$ cat config.mk
export PLATFORM = sky130hd
export DESIGN_NAME = xfer_fifo_pair
export DESIGN_NICKNAME = d
export VERILOG_FILES = /design/src/rtl/xfp_pkg.sv /design/src/rtl/xfp_fifo.sv /design/src/rtl/xfp_ctl.sv /design/src/rtl/xfp_irq.sv /design/src/rtl/xfer_fifo_pair.sv
export SDC_FILE = /design/constraint.sdc
export NUM_CORES = 1
export LEC_CHECK = 0
export BUFFER_PORTS_ARGS = -buffer_cell sky130_fd_sc_hd__buf_2
export CAP_MARGIN = 20
export CORE_ASPECT_RATIO = 1.25
export CORE_UTILIZATION = 54
export DETAILED_ROUTE_END_ITERATION = 10
export MAX_ROUTING_LAYER = met4
export PLACE_DENSITY_LB_ADDON = 0.08
export SYNTH_ARGS = -nofsm -noshare
export SYNTH_HDL_FRONTEND = slang
export SYNTH_SLANG_ARGS = --single-unit
$ cat constraint.sdc
create_clock -name clk -period 3.99 [get_ports clk]
set_clock_uncertainty 0.2 [all_clocks]
set_input_delay 0.5985 -clock clk [delete_from_list [all_inputs] [get_ports clk]]
set_output_delay 0.5985 -clock clk [all_outputs]
set_load 0.05 [all_outputs]
$ cat src/rtl/xfp_pkg.sv
package xfp_pkg;

  localparam int NB_IRQ = 14;

  typedef enum logic [2:0] {
    A_CTL = 3'd0,
    A_LVL = 3'd1,
    A_IEN = 3'd2,
    A_STS = 3'd3,
    A_TXD = 3'd4,
    A_RXD = 3'd5
  } reg_idx_e;

  // status bit positions (software decodes these)
  localparam int B_RX_RDY  = 0;
  localparam int B_RX_EMP  = 1;
  localparam int B_RX_FULL = 2;
  localparam int B_TX_REQ  = 4;
  localparam int B_TX_EMP  = 5;
  localparam int B_TX_FULL = 6;
  localparam int B_RX_OVR  = 8;
  localparam int B_RX_UDR  = 9;
  localparam int B_TX_OVR  = 10;
  localparam int B_TX_UDR  = 11;
  localparam int B_DONE    = 12;
  localparam int B_CSREL   = 13;

  // control field positions
  localparam int C_TX_FLUSH = 31;
  localparam int C_TX_TRIG  = 16;
  localparam int C_RX_FLUSH = 15;
  localparam int C_RX_TRIG  = 0;

endpackage

$ cat src/rtl/xfp_fifo.sv
module xfp_fifo #(
  parameter int W     = 8,
  parameter int DEPTH = 64
) (
  input  logic                         clk,
  input  logic                         rst_n,
  input  logic                         flush,
  input  logic                         push,
  input  logic [W-1:0]                 wdata,
  input  logic                         pop,
  output logic [W-1:0]                 rdata,
  output logic [$clog2(DEPTH+1)-1:0]   count,
  output logic                         full,
  output logic                         empty,
  output logic                         ovf,
  output logic                         udf
);

  localparam int AW = (DEPTH > 1) ? $clog2(DEPTH) : 1;
  localparam int CW = $clog2(DEPTH + 1);

  logic [W-1:0]  mem [DEPTH];
  logic [AW-1:0] wptr_q, wptr_d, rptr_q, rptr_d;
  logic [CW-1:0] cnt_q, cnt_d;
  logic          push_ok, pop_ok;

  function automatic logic [AW-1:0] ptr_inc(input logic [AW-1:0] p);
    return (p == AW'(DEPTH - 1)) ? '0 : p + AW'(1);
  endfunction

  assign full    = (cnt_q == CW'(DEPTH));
  assign empty   = (cnt_q == '0);
  assign push_ok = push && !full && !flush;
  assign pop_ok  = pop && !empty && !flush;
  assign ovf     = push && full && !flush;
  assign udf     = pop && empty && !flush;
  assign count   = cnt_q;
  assign rdata   = empty ? '0 : mem[rptr_q];

  always_comb begin
    wptr_d = wptr_q;
    rptr_d = rptr_q;
    cnt_d  = cnt_q;
    if (flush) begin
      wptr_d = '0;
      rptr_d = '0;
      cnt_d  = '0;
    end else begin
      if (push_ok) wptr_d = ptr_inc(wptr_q);
      if (pop_ok)  rptr_d = ptr_inc(rptr_q);
      cnt_d = cnt_q + CW'(push_ok) - CW'(pop_ok);
    end
  end

  always_ff @(posedge clk or negedge rst_n) begin
    if (!rst_n) begin
      wptr_q <= '0;
      rptr_q <= '0;
      cnt_q  <= '0;
    end else begin
      wptr_q <= wptr_d;
      rptr_q <= rptr_d;
      cnt_q  <= cnt_d;
    end
  end

  always_ff @(posedge clk) begin
    if (push_ok) mem[wptr_q] <= wdata;
  end

endmodule

$ cat src/rtl/xfp_ctl.sv
module xfp_ctl #(
  parameter int TRIG_W      = 8,
  parameter int NB_IRQ      = 14,
  parameter int TX_TRIG_RST = 0,
  parameter int RX_TRIG_RST = 1
) (
  input  logic              clk,
  input  logic              rst_n,
  input  logic              wr_ctl,
  input  logic              tx_flush_w,
  input  logic              rx_flush_w,
  input  logic [TRIG_W-1:0] tx_trig_w,
  input  logic [TRIG_W-1:0] rx_trig_w,
  input  logic              wr_ien,
  input  logic [NB_IRQ-1:0] ien_w,
  output logic [TRIG_W-1:0] tx_trig,
  output logic [TRIG_W-1:0] rx_trig,
  output logic              tx_flush,
  output logic              rx_flush,
  output logic [NB_IRQ-1:0] ien
);

  logic [TRIG_W-1:0] tx_trig_q, tx_trig_d, rx_trig_q, rx_trig_d;
  logic              tx_fl_q, tx_fl_d, rx_fl_q, rx_fl_d;
  logic [NB_IRQ-1:0] ien_q, ien_d;

  always_comb begin
    tx_trig_d = tx_trig_q;
    rx_trig_d = rx_trig_q;
    ien_d     = ien_q;
    // flush strobes last a single cycle unless rewritten
    tx_fl_d   = wr_ctl && tx_flush_w;
    rx_fl_d   = wr_ctl && rx_flush_w;
    if (wr_ctl) begin
      tx_trig_d = tx_trig_w;
      rx_trig_d = rx_trig_w;
    end
    if (wr_ien) ien_d = ien_w;
  end

  always_ff @(posedge clk or negedge rst_n) begin
    if (!rst_n) begin
      tx_trig_q <= TRIG_W'(TX_TRIG_RST);
      rx_trig_q <= TRIG_W'(RX_TRIG_RST);
      tx_fl_q   <= 1'b0;
      rx_fl_q   <= 1'b0;
      ien_q     <= '0;
    end else begin
      tx_trig_q <= tx_trig_d;
      rx_trig_q <= rx_trig_d;
      tx_fl_q   <= tx_fl_d;
      rx_fl_q   <= rx_fl_d;
      ien_q     <= ien_d;
    end
  end

  assign tx_trig  = tx_trig_q;
  assign rx_trig  = rx_trig_q;
  assign tx_flush = tx_fl_q;
  assign rx_flush = rx_fl_q;
  assign ien      = ien_q;

endmodule

$ cat src/rtl/xfp_irq.sv
module xfp_irq #(
  parameter int NB_IRQ = 14
) (
  input  logic              clk,
  input  logic              rst_n,
  input  logic [NB_IRQ-1:0] set_vec,
  input  logic [NB_IRQ-1:0] clr_vec,
  input  logic [NB_IRQ-1:0] ien,
  output logic [NB_IRQ-1:0] sts,
  output logic              irq
);

  logic [NB_IRQ-1:0] sts_q, sts_d;

  // a bit being set this cycle wins over a clear request
  always_comb begin
    sts_d = (sts_q & ~clr_vec) | set_vec;
  end

  always_ff @(posedge clk or negedge rst_n) begin
    if (!rst_n) sts_q <= '0;
    else        sts_q <= sts_d;
  end

  assign sts = sts_q;
  assign irq = |(sts_q & ien);

endmodule

$ cat src/rtl/xfer_fifo_pair.sv
module xfer_fifo_pair
  import xfp_pkg::*;
#(
  parameter int DEPTH       = 64,
  parameter int TRIG_W      = 8,
  parameter int TX_TRIG_RST = 0,
  parameter int RX_TRIG_RST = 1
) (
  input  logic        clk,
  input  logic        rst_n,
  input  logic        reg_wr,
  input  logic        reg_rd,
  input  logic [2:0]  reg_addr,
  input  logic [31:0] reg_wdata,
  output logic [31:0] reg_rdata,
  input  logic        tx_pop_i,
  output logic [7:0]  tx_data_o,
  input  logic        rx_push_i,
  input  logic [7:0]  rx_data_i,
  input  logic        xfer_done_i,
  input  logic        cs_release_i,
  output logic        irq_o
);

  localparam int CW   = $clog2(DEPTH + 1);
  localparam int CMPW = (TRIG_W > CW) ? TRIG_W : CW;

  // reset: asserted asynchronously, released on a clock edge
  logic [1:0] rst_sync_q;
  logic       rst_n_i;
  always_ff @(posedge clk or negedge rst_n) begin
    if (!rst_n) rst_sync_q <= 2'b00;
    else        rst_sync_q <= {rst_sync_q[0], 1'b1};
  end
  assign rst_n_i = rst_sync_q[1];

  logic wr_ctl, wr_ien, wr_sts, wr_txd, rd_rxd;
  assign wr_ctl = reg_wr && (reg_addr == A_CTL);
  assign wr_ien = reg_wr && (reg_addr == A_IEN);
  assign wr_sts = reg_wr && (reg_addr == A_STS);
  assign wr_txd = reg_wr && (reg_addr == A_TXD);
  assign rd_rxd = reg_rd && (reg_addr == A_RXD);

  logic unused_wdata;
  assign unused_wdata = ^{reg_wdata[30:24], reg_wdata[14]};

  logic [TRIG_W-1:0] tx_trig, rx_trig;
  logic              tx_flush, rx_flush;
  logic [NB_IRQ-1:0] ien, sts, set_vec, clr_vec;

  xfp_ctl #(
    .TRIG_W(TRIG_W), .NB_IRQ(NB_IRQ),
    .TX_TRIG_RST(TX_TRIG_RST), .RX_TRIG_RST(RX_TRIG_RST)
  ) u_ctl (
    .clk       (clk),
    .rst_n     (rst_n_i),
    .wr_ctl    (wr_ctl),
    .tx_flush_w(reg_wdata[C_TX_FLUSH]),
    .rx_flush_w(reg_wdata[C_RX_FLUSH]),
    .tx_trig_w (reg_wdata[C_TX_TRIG +: TRIG_W]),
    .rx_trig_w (reg_wdata[C_RX_TRIG +: TRIG_W]),
    .wr_ien    (wr_ien),
    .ien_w     (reg_wdata[NB_IRQ-1:0]),
    .tx_trig   (tx_trig),
    .rx_trig   (rx_trig),
    .tx_flush  (tx_flush),
    .rx_flush  (rx_flush),
    .ien       (ien)
  );

  logic [CW-1:0] tx_cnt, rx_cnt;
  logic [7:0]    rx_head;
  logic          tx_full, tx_empty, tx_ovf, tx_udf;
  logic          rx_full, rx_empty, rx_ovf, rx_udf;

  xfp_fifo #(.W(8), .DEPTH(DEPTH)) u_txq (
    .clk  (clk),
    .rst_n(rst_n_i),
    .flush(tx_flush),
    .push (wr_txd),
    .wdata(reg_wdata[7:0]),
    .pop  (tx_pop_i),
    .rdata(tx_data_o),
    .count(tx_cnt),
    .full (tx_full),
    .empty(tx_empty),
    .ovf  (tx_ovf),
    .udf  (tx_udf)
  );

  xfp_fifo #(.W(8), .DEPTH(DEPTH)) u_rxq (
    .clk  (clk),
    .rst_n(rst_n_i),
    .flush(rx_flush),
    .push (rx_push_i),
    .wdata(rx_data_i),
    .pop  (rd_rxd),
    .rdata(rx_head),
    .count(rx_cnt),
    .full (rx_full),
    .empty(rx_empty),
    .ovf  (rx_ovf),
    .udf  (rx_udf)
  );

  logic tx_below, rx_above;
  assign tx_below = (CMPW'(tx_cnt) <= CMPW'(tx_trig));
  assign rx_above = (CMPW'(rx_cnt) >= CMPW'(rx_trig));

  always_comb begin
    set_vec            = '0;
    set_vec[B_RX_RDY]  = rx_above;
    set_vec[B_RX_EMP]  = rx_empty;
    set_vec[B_RX_FULL] = rx_full;
    set_vec[B_TX_REQ]  = tx_below;
    set_vec[B_TX_EMP]  = tx_empty;
    set_vec[B_TX_FULL] = tx_full;
    set_vec[B_RX_OVR]  = rx_ovf;
    set_vec[B_RX_UDR]  = rx_udf;
    set_vec[B_TX_OVR]  = tx_ovf;
    set_vec[B_TX_UDR]  = tx_udf;
    set_vec[B_DONE]    = xfer_done_i;
    set_vec[B_CSREL]   = cs_release_i;
    clr_vec = wr_sts ? reg_wdata[NB_IRQ-1:0] : '0;
  end

  xfp_irq #(.NB_IRQ(NB_IRQ)) u_irq (
    .clk    (clk),
    .rst_n  (rst_n_i),
    .set_vec(set_vec),
    .clr_vec(clr_vec),
    .ien    (ien),
    .sts    (sts),
    .irq    (irq_o)
  );

  always_comb begin
    reg_rdata = '0;
    unique case (reg_addr)
      A_CTL: begin
        reg_rdata[C_TX_FLUSH]          = tx_flush;
        reg_rdata[C_TX_TRIG +: TRIG_W] = tx_trig;
        reg_rdata[C_RX_FLUSH]          = rx_flush;
        reg_rdata[C_RX_TRIG +: TRIG_W] = rx_trig;
      end
      A_LVL: begin
        reg_rdata[16 +: CW] = tx_cnt;
        reg_rdata[0  +: CW] = rx_cnt;
      end
      A_IEN:   reg_rdata[NB_IRQ-1:0] = ien;
      A_STS:   reg_rdata[NB_IRQ-1:0] = sts;
      A_RXD:   reg_rdata[7:0]        = rx_head;
      default: reg_rdata = '0;
    endcase
  end

endmodule

==> impl_metrics.py <==
metrics = {
    "detailed_routing": {
        "ant_nets": 0,
        "vias": 23070,
        "drtIter0Drc": 2085,
        "viasPerCell": 6.076,
        "post-route-drc-count": 0,
        "first_pass_iters": 5,
        "wl_per_cell_um": 27.87,
        "routed_wl_um": 105800,
    },
    "layout": {
        "final_nets": 2727,
        "syn2layout_area_growth_pct": 16.97,
        "multiInputGateArea_mm2": 0.01131,
        "final.fill_count": 5528,
        "drive_above_1_share": 0.3168,
        "seq_area_mm2": 0.03293,
        "final_area_mm2": 0.05239,
    },
    "critical_path": {
        "start_kind": "flip-flop",
        "worst_r2r_path_depth": 15,
        "r2r-start": "u_rxq.count[2]",
        "path_max_fanout": 5,
        "crit_path_end_kind": "output port",
        "crit_required_ns": 3.19,
        "cp-startpoint": "u_rxq.rptr_q[0]",
        "critPathArrivalTime_ns": 3.23,
        "criticalPathCategory": "reg -> out",
    },
    "clock_network": {
        "cts_sinks": 1110,
        "cts_tree": "built",
        "cts_buffer_depth": 3,
        "cts_made_buffers": 103,
        "root_buffer": "clkbuf_16",
        "clock_latency_ns": 0.68,
        "clk_pin_slew_ns": 0.06,
        "htree_num_levels": 3,
    },
    "synth": {
        "netlist-cell-type-count": 62,
        "yosysSeqAreaShare": 0.7346,
        "synthCells": 2302,
        "netlist.top_cell.by_area": "edfxtp_1",
        "synth-edff-count": 1024,
        "synth_area_per_cell_um2": 19.46,
        "synth_seq_cells": 1110,
        "ys.flop_type": "edfxtp_1",
        "yosys-top-cells-area": "edfxtp_1 69%, mux4_2 14%, dfrtp_1 4.7%",
        "yosys_warnings": 0,
        "synth_top_area_frac": 0.6865,
        "async_reset_ff_frac": 0.07748,
        "syn_area_mm2": 0.04479,
    },
    "global_routing": {
        "grt.total_usage": 0.2663,
        "globalRoute.totalOverflow": 0,
        "grt_pass1_vias": 23880,
        "antenna_found_initial": 3,
        "grt_max_degree": 65,
        "grt_pass1_wl_um": 156900,
    },
    "floorplanning": {
        "placementRows": 117,
        "core_area_mm2": 0.08183,
        "die_width_um": 259.6,
        "dieArea_mm2": 0.08411,
        "io_pins": 92,
        "initial_utilization": 0.5473,
        "die_h_um": 324.0,
    },
    "min_path": {
        "hold_class": "in -> async",
    },
    "timing": {
        "drv_slew": 0,
        "setup_ws_ns": -0.03716,
        "setup_violations": 3,
        "fmax_mhz": 248.3,
        "fin_crit_ns": 4.027,
        "min_period_over_period": 1.009,
        "tightestPinTransition_ns": 1.128,
        "rsz0062_at_grt": "true",
        "relSlewSlack": 0.2483,
        "hold_viol": 0,
    },
    "placed_design": {
        "post_dp_cell_area_mm2": 0.04768,
        "port_buffers": 75,
        "dp_hpwl_um": 68180,
        "place.gp.congestion": 0.8910,
    },
    "run_status": {
        "violations": "setup timing",
        "status": "finished, violations left",
    },
    "pwr": {
        "p_leak_uw": 0.01754,
        "peakVddDrop_mv": 0.4595,
        "design_power_total_uw": 31760,
        "powerDensity_mw_per_mm2": 606.2,
    },
    "flow_run": {
        "drv_cap": 0,
    },
}
[power breakdown]
| part | total, µW | switching [µW] | internal (µW) |
|---|---|---|---|
| clock network | 9860 | 4220 | 5640 |
| registers | 13600 | 525 | 13100 |
| logic | 8270 | 4400 | 3870 |
| total | 31800 | 9150 | 22600 |
[critical path: stages, from the launching register on]
cell	delay (ns)
dfrtp_4	0.51
buf_4	0.18
buf_16	0.12
mux4_2	0.50
a22o_4	0.28
a221oi_4	0.29
mux4_2	0.38
o22ai_2	0.10
buf_6	0.18
[metal layers]
metal  up-vias  share of wire  track usage
met4         0          0.035       0.1047
li1       9983              -            -
met1     12170           0.38       0.3245
met2       735           0.54       0.4558
met3       179          0.049      0.03188
met5         -              0            -
[state kept, by name (all words and copies together) (netlist names)]
register        cells
u_txq.rptr_q        6
rst_sync_q          2
u_ctl.ien          14
u_txq.count         7
u_ctl.rx_flush      1
u_ctl.rx_trig       8
u_rxq.count         7
u_rxq.rptr_q        6
u_rxq.mem         512
u_txq.mem         512
u_txq.wptr_q        6
u_ctl.tx_flush      1
u_rxq.wptr_q        6
u_irq.sts          14
u_ctl.tx_trig       8
[per-stage QoR]
| stage | hold WS, ns | instances | setup WS [ns] | utilization | setup TNS, ns |
|---|---|---|---|---|---|
| 2_1_floorplan | 0.1029 | 2309 | 0.2978 | - | 0 |
| 3_3_place_gp | 0.1382 | 3540 | 0.3341 | 0.5824 | 0 |
| 3_5_place_dp | 0.1542 | 3541 | 0.3029 | 0.5826 | 0 |
| 4_1_cts | 0.009490 | 3786 | -0.05974 | 0.6369 | -0.1085 |
| 5_1_grt | 0.05174 | 3797 | -0.06727 | 0.6402 | -0.1669 |
| 6_report | 0.04064 | 3797 | -0.03716 | 0.6402 | -0.07562 |
[path summary, 6_finish.rpt]
path | end | slack, ns
max | reg_rdata[7] | -0.04
min | rst_sync_q[0] | 0.04
max reg2reg | u_rxq.count[6] | 0.39
min reg2reg | rst_sync_q[1] | 0.17
max in group asynchronous | u_ctl.rx_trig[4] | 2.48
min in group clk | u_irq.sts[11] | 0.04
[cells in the mapped netlist (5+ instances only)]
cell type	instances
mux2_2	26
nor2_1	171
a211oi_1	8
edfxtp_1	1024
nand4_1	8
nor3_1	27
and3_1	7
a221oi_1	6
and2_1	9
nand2_1	90
inv_1	42
a22o_1	10
buf_1	21
dfrtp_1	85
or3_1	5
buf_2	29
a21oi_1	40
buf_4	21
o22ai_1	8
nor2b_1	15
a21o_1	9
mux4_2	276
or3b_2	7
buf_6	11
xor2_1	11
ha_1	36
clkbuf_1	45
or2_2	6
nand3b_1	11
a22oi_1	38
nand2b_1	12
o21ai_0	48
nand3_1	22
mux2i_1	64
[kinds of logic after synthesis]
kind of cell | Yosys count | synth area share
multiplexers | 370 | 0.1620
XOR/XNOR | 15 | 0.002933
other | 2 | 0.0001677
flip-flops | 1110 | 0.7346
AND/OR/NAND/NOR | 398 | 0.04084
adder cells (fa/ha/maj) | 38 | 0.01095
buffers and inverters | 171 | 0.01936
AO/OA/AOI/OAI | 198 | 0.02916
[timing repair]
item / in CTS / in global routing
setup endpoints to repair: 16 / 15
buffers inserted: 26 / 4
endpoints found under the hold margin: 21 / 0
gates cloned: 7 / 1
pin swaps: 8 / 7
hold buffers: 21 / 0
resized for setup: 92 / 32
[cells in the final DEF (no fill, tap or decap), types with 20 or more instances in the layout]
| cell | netlist | layout |
|---|---|---|
| clkbuf_16 | 0 | 108 |
| dfrtp_1 | 85 | 78 |
| buf_12 | 1 | 31 |
| mux2i_1 | 64 | 60 |
| inv_1 | 42 | 42 |
| buf_4 | 21 | 209 |
| buf_2 | 29 | 59 |
| ha_1 | 36 | 36 |
| a22oi_1 | 38 | 20 |
| clkinv_2 | 0 | 24 |
| nand2_1 | 90 | 88 |
| mux4_2 | 276 | 277 |
| o21ai_0 | 48 | 37 |
| a21oi_1 | 40 | 38 |
| clkinv_1 | 0 | 20 |
| edfxtp_1 | 1024 | 1024 |
| nor2_1 | 171 | 170 |
| mux2_2 | 26 | 26 |
| dlygate4sd3_1 | 0 | 21 |
| nor3_1 | 27 | 26 |
[final cells by class]
cell class,count,share of cell area
clock inverter,66,0.01175
clock buffer,125,0.05278
antenna,2,0.00009553
sequential,1110,0.6285
tap,1071,0.02558
multi-input combinational,1028,0.2159
inverter,42,0.003009
timing repair buffer,353,0.06241
(Power assumes the default switching activity.)
